===== src/rtl/irq_prio_pkg.sv =====
package irq_prio_pkg;
  localparam int LVL_N = 8;
  localparam int LVL_W = $clog2(LVL_N);

  typedef logic [LVL_W-1:0] lvl_t;

  typedef enum logic [2:0] {
    OP_RSV_A    = 3'b000,
    OP_EOI_TOP  = 3'b001,
    OP_IDLE     = 3'b010,
    OP_EOI_AT   = 3'b011,
    OP_RSV_B    = 3'b100,
    OP_EOI_ROT  = 3'b101,
    OP_SET_LOW  = 3'b110,
    OP_EOI_LOW  = 3'b111
  } op_e;

  // rank 0 is the best priority: the level right after the lowest one
  function automatic lvl_t rank_to_level(lvl_t rank, lvl_t low);
    return lvl_t'(rank + low + lvl_t'(1));
  endfunction

  function automatic lvl_t level_to_rank(lvl_t lvl, lvl_t low);
    return lvl_t'(lvl - low - lvl_t'(1));
  endfunction
endpackage


===== src/rtl/irq_rank_scan.sv =====
module irq_rank_scan
  import irq_prio_pkg::*;
(
  input  logic [LVL_N-1:0] bits_i,
  input  lvl_t             low_i,
  output logic             found_o,
  output lvl_t             lvl_o,
  output lvl_t             rank_o
);
  logic [LVL_N-1:0] by_rank;

  for (genvar r = 0; r < LVL_N; r++) begin : g_rot
    assign by_rank[r] = bits_i[rank_to_level(lvl_t'(r), low_i)];
  end

  always_comb begin
    found_o = 1'b0;
    rank_o  = '0;
    for (int r = LVL_N - 1; r >= 0; r--) begin
      if (by_rank[r]) begin
        found_o = 1'b1;
        rank_o  = lvl_t'(r);
      end
    end
  end

  assign lvl_o = rank_to_level(rank_o, low_i);
endmodule


===== src/rtl/irq_cmd_decode.sv =====
module irq_cmd_decode
  import irq_prio_pkg::*;
(
  input  logic             valid_i,
  input  logic [2:0]       code_i,
  input  lvl_t             level_i,
  input  logic             top_found_i,
  input  lvl_t             top_lvl_i,
  output logic [LVL_N-1:0] clr_o,
  output logic             low_we_o,
  output lvl_t             low_o,
  output logic             record_o
);
  always_comb begin
    clr_o    = '0;
    low_we_o = 1'b0;
    low_o    = level_i;
    record_o = 1'b0;
    if (valid_i) begin
      case (op_e'(code_i))
        OP_EOI_TOP: begin
          record_o = 1'b1;
          if (top_found_i) clr_o[top_lvl_i] = 1'b1;
        end
        OP_IDLE: record_o = 1'b1;
        OP_EOI_AT: begin
          record_o       = 1'b1;
          clr_o[level_i] = 1'b1;
        end
        OP_EOI_ROT: begin
          record_o = 1'b1;
          low_o    = top_lvl_i;
          low_we_o = top_found_i;
          if (top_found_i) clr_o[top_lvl_i] = 1'b1;
        end
        OP_SET_LOW: begin
          record_o = 1'b1;
          low_we_o = 1'b1;
        end
        OP_EOI_LOW: begin
          record_o       = 1'b1;
          clr_o[level_i] = 1'b1;
          low_we_o       = 1'b1;
        end
        default: ;
      endcase
    end
  end
endmodule


===== src/rtl/irq_prio_core.sv =====
module irq_prio_core
  import irq_prio_pkg::*;
#(
  parameter int VEC_W = 8
) (
  input  logic             clk,
  input  logic             rst_n,
  input  logic             init_i,
  input  logic [VEC_W-1:0] vec_base_i,
  input  logic [7:0]       req_i,
  input  logic             mask_wr_i,
  input  logic [7:0]       mask_i,
  input  logic             cmd_valid_i,
  input  logic [2:0]       cmd_code_i,
  input  logic [2:0]       cmd_level_i,
  input  logic             ack_i,
  output logic             int_o,
  output logic             vec_valid_o,
  output logic [VEC_W-1:0] vec_o,
  output logic [7:0]       irr_o,
  output logic [7:0]       isr_o,
  output logic [2:0]       lowest_o,
  output logic [2:0]       cmd_last_o
);
  localparam lvl_t       LOW_RST = lvl_t'(LVL_N - 1);
  localparam logic [2:0] CMD_RST = 3'b001;

  logic [LVL_N-1:0] irr_q, isr_q, imr_q;
  lvl_t             low_q;
  logic [2:0]       cmd_q;
  logic             vld_q;
  logic [VEC_W-1:0] vec_q;

  // events brought out for the checker
  logic             pend_found, top_found, win_ok, ack_take;
  lvl_t             pend_lvl, pend_rank, top_lvl, top_rank;
  logic [LVL_N-1:0] eoi_clr, ack_set, pend_bits;
  logic             low_we, rec_we;
  lvl_t             low_new;

  assign pend_bits = irr_q & ~imr_q;

  irq_rank_scan u_pend_scan (
    .bits_i (pend_bits),
    .low_i  (low_q),
    .found_o(pend_found),
    .lvl_o  (pend_lvl),
    .rank_o (pend_rank)
  );

  irq_rank_scan u_isr_scan (
    .bits_i (isr_q),
    .low_i  (low_q),
    .found_o(top_found),
    .lvl_o  (top_lvl),
    .rank_o (top_rank)
  );

  irq_cmd_decode u_dec (
    .valid_i    (cmd_valid_i),
    .code_i     (cmd_code_i),
    .level_i    (lvl_t'(cmd_level_i)),
    .top_found_i(top_found),
    .top_lvl_i  (top_lvl),
    .clr_o      (eoi_clr),
    .low_we_o   (low_we),
    .low_o      (low_new),
    .record_o   (rec_we)
  );

  assign win_ok   = pend_found && (!top_found || (pend_rank < top_rank));
  assign ack_take = ack_i && win_ok;

  always_comb begin
    ack_set = '0;
    if (ack_take) ack_set[pend_lvl] = 1'b1;
  end

  always_ff @(posedge clk or negedge rst_n) begin
    if (!rst_n) begin
      irr_q <= '0;
      isr_q <= '0;
      imr_q <= '0;
      low_q <= LOW_RST;
      cmd_q <= CMD_RST;
      vld_q <= 1'b0;
      vec_q <= '0;
    end else if (init_i) begin
      irr_q <= '0;
      isr_q <= '0;
      imr_q <= '0;
      low_q <= LOW_RST;
      cmd_q <= CMD_RST;
      vld_q <= 1'b0;
    end else begin
      irr_q <= (irr_q & ~ack_set) | req_i;
      isr_q <= (isr_q & ~eoi_clr) | ack_set;
      if (mask_wr_i) imr_q <= mask_i;
      if (low_we)    low_q <= low_new;
      if (rec_we)    cmd_q <= cmd_code_i;
      vld_q <= ack_take;
      if (ack_take) vec_q <= vec_base_i + VEC_W'(pend_lvl);
    end
  end

  assign int_o       = win_ok;
  assign vec_valid_o = vld_q;
  assign vec_o       = vec_q;
  assign irr_o       = irr_q;
  assign isr_o       = isr_q;
  assign lowest_o    = low_q;
  assign cmd_last_o  = cmd_q;
endmodule


===== config.mk =====
export PLATFORM = sky130hd
export DESIGN_NAME = irq_prio_core
export DESIGN_NICKNAME = d
export VERILOG_FILES = /design/src/rtl/irq_prio_pkg.sv /design/src/rtl/irq_rank_scan.sv /design/src/rtl/irq_cmd_decode.sv /design/src/rtl/irq_prio_core.sv
export SDC_FILE = /design/constraint.sdc
export NUM_CORES = 1
export LEC_CHECK = 0
export CORE_ASPECT_RATIO = 1.1
export CORE_MARGIN = 5
export CORE_UTILIZATION = 53
export CTS_CLUSTER_SIZE = 14
export DETAILED_ROUTE_END_ITERATION = 7
export HOLD_SLACK_MARGIN = 0.05
export PLACE_DENSITY = 0.81
export SYNTH_ARGS = -nofsm -noshare
export SYNTH_HDL_FRONTEND = slang
export SYNTH_SLANG_ARGS = --single-unit

===== constraint.sdc =====
create_clock -name clk -period 7.25 [get_ports clk]
set_input_delay 1.0875 -clock clk [delete_from_list [all_inputs] [get_ports clk]]
set_output_delay 1.0875 -clock clk [all_outputs]
set_load 0.1 [all_outputs]

==> flow_metrics.py, run 1 <==
metrics = {
    "outcome": {
        "status": "completed",
    },
    "worst_hold_path": {
        "min_path_type": "register to register",
        "hold_path_depth": 2,
        "min_from": "cmd_last_o[0]$_DFFE_PN1P_",
    },
    "floorplan": {
        "die-area_um2": 8430,
        "ios": 68,
        "core_um2": 6560,
        "die_x_um": 88,
        "initial_core_util": 0.541,
        "fp.dieH_um": 95.8,
        "rows": 31,
    },
    "detailed_routing": {
        "drc": 0,
        "routed_wl_um": 9910,
        "firstDrtPassIters": 5,
        "wl_per_cell_um": 20.0,
        "via_per_inst": 6.62,
        "vias": 3278,
        "drtIter0Drc": 246,
        "drtAntennaViolNets": 0,
    },
    "clock_tree": {
        "cts.repair.resized": 0,
        "cts_setup_buffers": 0,
        "path_clk_slew_ns": 0.08,
        "cts_buffer_depth": 2,
        "clk_latency_ns": 0.29,
        "cts-buffers-inserted": 5,
        "root_buffer": "clkbuf_8",
        "htree_num_levels": 2,
        "cts_tree": "built",
        "holdBufCountCts": 0,
        "cts.sinks": 39,
    },
    "job": {
        "max_cap_violations": 0,
    },
    "timing": {
        "final.setup_skew_ns": 0.00446,
        "hold_violations": 0,
        "max_freq_mhz": 158,
        "setup_viol": 0,
        "fin_tns_setup_ns": 0,
        "min_period_ns": 6.32,
        "final_max_slew_viol_count": 0,
        "max_slew_margin": 0.337,
        "rsz0062_at_grt": "false",
        "holdWs_ns": 0.496,
        "tightest_slew_ns": 0.991,
        "fin_crit_sh": 0.872,
    },
    "final_layout": {
        "diodes": 0,
        "fin_nets": 461,
        "layout.cells.non_filler": 495,
        "num-fill-cells": 540,
        "seq_area_um2": 981,
        "syn_to_final_growth_pct": 21.3,
        "multi_input_area_um2": 2410,
        "layout-drive-gt1-share": 0.143,
    },
    "yosys": {
        "syn-num-nets": 407,
        "syn-instance-count": 358,
        "ys_top_cells_by_area": "dfrtp_1 (25%), mux4_2 (9.5%), mux2i_1 (7.3%)",
        "synthesis.area_um2": 3550,
        "yosys_warnings": 0,
        "ys_async_sr_fraction": 1.00,
        "yosysUniqueCellTypes": 61,
        "synth_edf_count": 0,
        "ys.flop_type": "dfrtp_1",
        "synth-seq-area-share": 0.277,
        "synth_top_area_cell": "dfrtp_1",
        "ys_seq_elements": 39,
        "syn_avg_cell_area_um2": 9.91,
        "synth_top_area_share": 0.247,
    },
    "global_routing": {
        "use_met3": 0.0471,
        "overflow": 0,
        "use_met2": 0.393,
        "grt_busiest_layer": "met2",
        "antenna_found_initial": 0,
        "grt_pass1_wl_um": 16000,
        "globalRouteMet1Util": 0.317,
        "grt_pass1_vias": 3307,
        "grt_use_total": 0.243,
        "grt_max_degree": 40,
    },
    "worst_setup_path": {
        "reg2reg_from": "lowest_o[0]$_DFFE_PN1P_",
        "worst_setup_path_end_kind": "primary output",
        "startpoint_type": "register",
        "critPathRequiredTime_ns": 6.16,
        "cp_max_fo": 24,
        "r2r_cells": 16,
        "crit_arrival_ns": 5.24,
        "path_class": "register to primary output",
        "critical_path.startpoint": "lowest_o[0]$_DFFE_PN1P_",
    },
    "placement": {
        "gp_congestion": 0.915,
        "numPortBuffers": 67,
        "hpwl_um": 7380,
        "dp.cells": 487,
    },
}
-- synthesized netlist by cell type, types with 2 or more instances --
| library cell | number |
|---|---|
| dfrtp_1 | 35 |
| nor2_1 | 32 |
| mux2i_1 | 26 |
| nand2_1 | 23 |
| mux2_2 | 19 |
| o21ai_0 | 18 |
| mux4_2 | 15 |
| nand2b_1 | 13 |
| a41o_1 | 10 |
| a41oi_1 | 10 |
| ha_1 | 10 |
| nor2b_1 | 10 |
| clkbuf_1 | 9 |
| inv_1 | 9 |
| nand3_1 | 9 |
| a21oi_1 | 8 |
| a211oi_1 | 6 |
| xor2_1 | 6 |
| buf_2 | 5 |
| nor3_1 | 5 |
| o22ai_1 | 5 |
| xnor2_1 | 5 |
| dfstp_2 | 4 |
| nand4_1 | 4 |
| a221oi_1 | 3 |
| and2_1 | 3 |
| buf_1 | 3 |
| buf_6 | 3 |
| fa_1 | 3 |
| o211ai_1 | 3 |
| o221ai_1 | 3 |
| or3_1 | 3 |
| a2111oi_0 | 2 |
| a21o_1 | 2 |
| and3_1 | 2 |
| clkinv_1 | 2 |
| mux4_1 | 2 |
| nand3b_1 | 2 |
| o41ai_1 | 2 |
| or2_2 | 2 |
| xnor2_2 | 2 |
-- critical path, cell delays in order (launching register included) --
cell     delay, ns
dfstp_2       0.85
inv_4         0.22
ha_1          0.97
mux2_2        0.44
or3_1         0.36
a41o_1        0.30
a21oi_1       0.31
mux2_2        0.22
nand2_1       0.09
ha_1          0.34
a21oi_1       0.20
o22ai_1       0.17
nor2_1        0.15
buf_4         0.31
-- stage by stage --
step / area [µm²] / util / setup WS, ns
floorplan: 3550 / - / 0.921
global placement: 4210 / 0.642 / 1.45
detailed placement: 4210 / 0.642 / 1.33
CTS: 4300 / 0.657 / 0.975
global route: 4300 / 0.657 / 0.692
finish: 4300 / 0.657 / 0.927
-- path summary, 6_finish.rpt --
check,slack (ns),end
max,0.93,int_o
min,0.50,cmd_last_o[0]$_DFFE_PN1P_
max reg2reg,1.29,vec_o[6]$_DFFE_PN0P_
min reg2reg,0.50,cmd_last_o[0]$_DFFE_PN1P_
max in group asynchronous,5.80,imr_q[5]$_DFFE_PN0P_
min in group asynchronous,0.90,vec_o[0]$_DFFE_PN0P_
-- metal layers --
layer / vias to the layer above / share of wire
met4: 0 / 0.026
met1: 1616 / 0.41
met3: 28 / 0.072
met2: 154 / 0.49
met5: - / 0
li1: 1480 / -
-- kinds of logic after synthesis --
group / share of synthesized area
AND/OR/NAND/NOR: 0.169
AO/OA/AOI/OAI: 0.178
multiplexers: 0.244
flip-flops: 0.277
buffers and inverters: 0.0437
XOR/XNOR: 0.0363
adder cells (fa/ha/maj): 0.0522
-- cell usage in the layout (no fill, tap or decap), types with 3 or more instances in the layout --
cell type / netlist / final
or3_1: 3 / 3
nor2_1: 32 / 32
xor2_1: 6 / 6
o22ai_1: 5 / 5
nand2b_1: 13 / 13
mux2_2: 19 / 19
a21oi_1: 8 / 8
a41o_1: 10 / 10
nand3_1: 9 / 9
mux2i_1: 26 / 26
nor2b_1: 10 / 10
clkdlybuf4s50_1: 0 / 65
nor3_1: 5 / 5
and2_1: 3 / 3
inv_1: 9 / 9
o221ai_1: 3 / 3
xnor2_1: 5 / 5
ha_1: 10 / 10
a41oi_1: 10 / 10
o21ai_0: 18 / 18
dfstp_2: 4 / 4
dfrtp_1: 35 / 35
o211ai_1: 3 / 3
clkbuf_8: 0 / 6
a221oi_1: 3 / 3
fa_1: 3 / 3
nand2_1: 23 / 23
a211oi_1: 6 / 6
mux4_2: 15 / 15
nand4_1: 4 / 4
-- sequential cells by signal, indices dropped and copies added (netlist names) --
name         cells
isr_o            8
vec_valid_o      1
imr_q            8
lowest_o         3
vec_o            8
cmd_last_o       3
irr_o            8
-- final cells by class --
type,count,area share
Sequential cell,39,0.228
Clock inverter,1,0.00203
Inverter,13,0.0119
Timing Repair Buffer,67,0.154
Tap cell,82,0.0238
Clock buffer,7,0.0201
Multi-Input combinational cell,286,0.560
Power of run 1 is left out: the tool's default activity adds up to more than one toggle a clock period on the data nets, which glitch-free logic cannot reach.
==> inputs of run 2 (changes only) <==
Settings changed: GPL_ROUTABILITY_DRIVEN set to 1.
==> results of run 2 <==
No change in the layout: final DEF, timing and power equal those of run 1.
Power of run 2 is left out for the same reason.
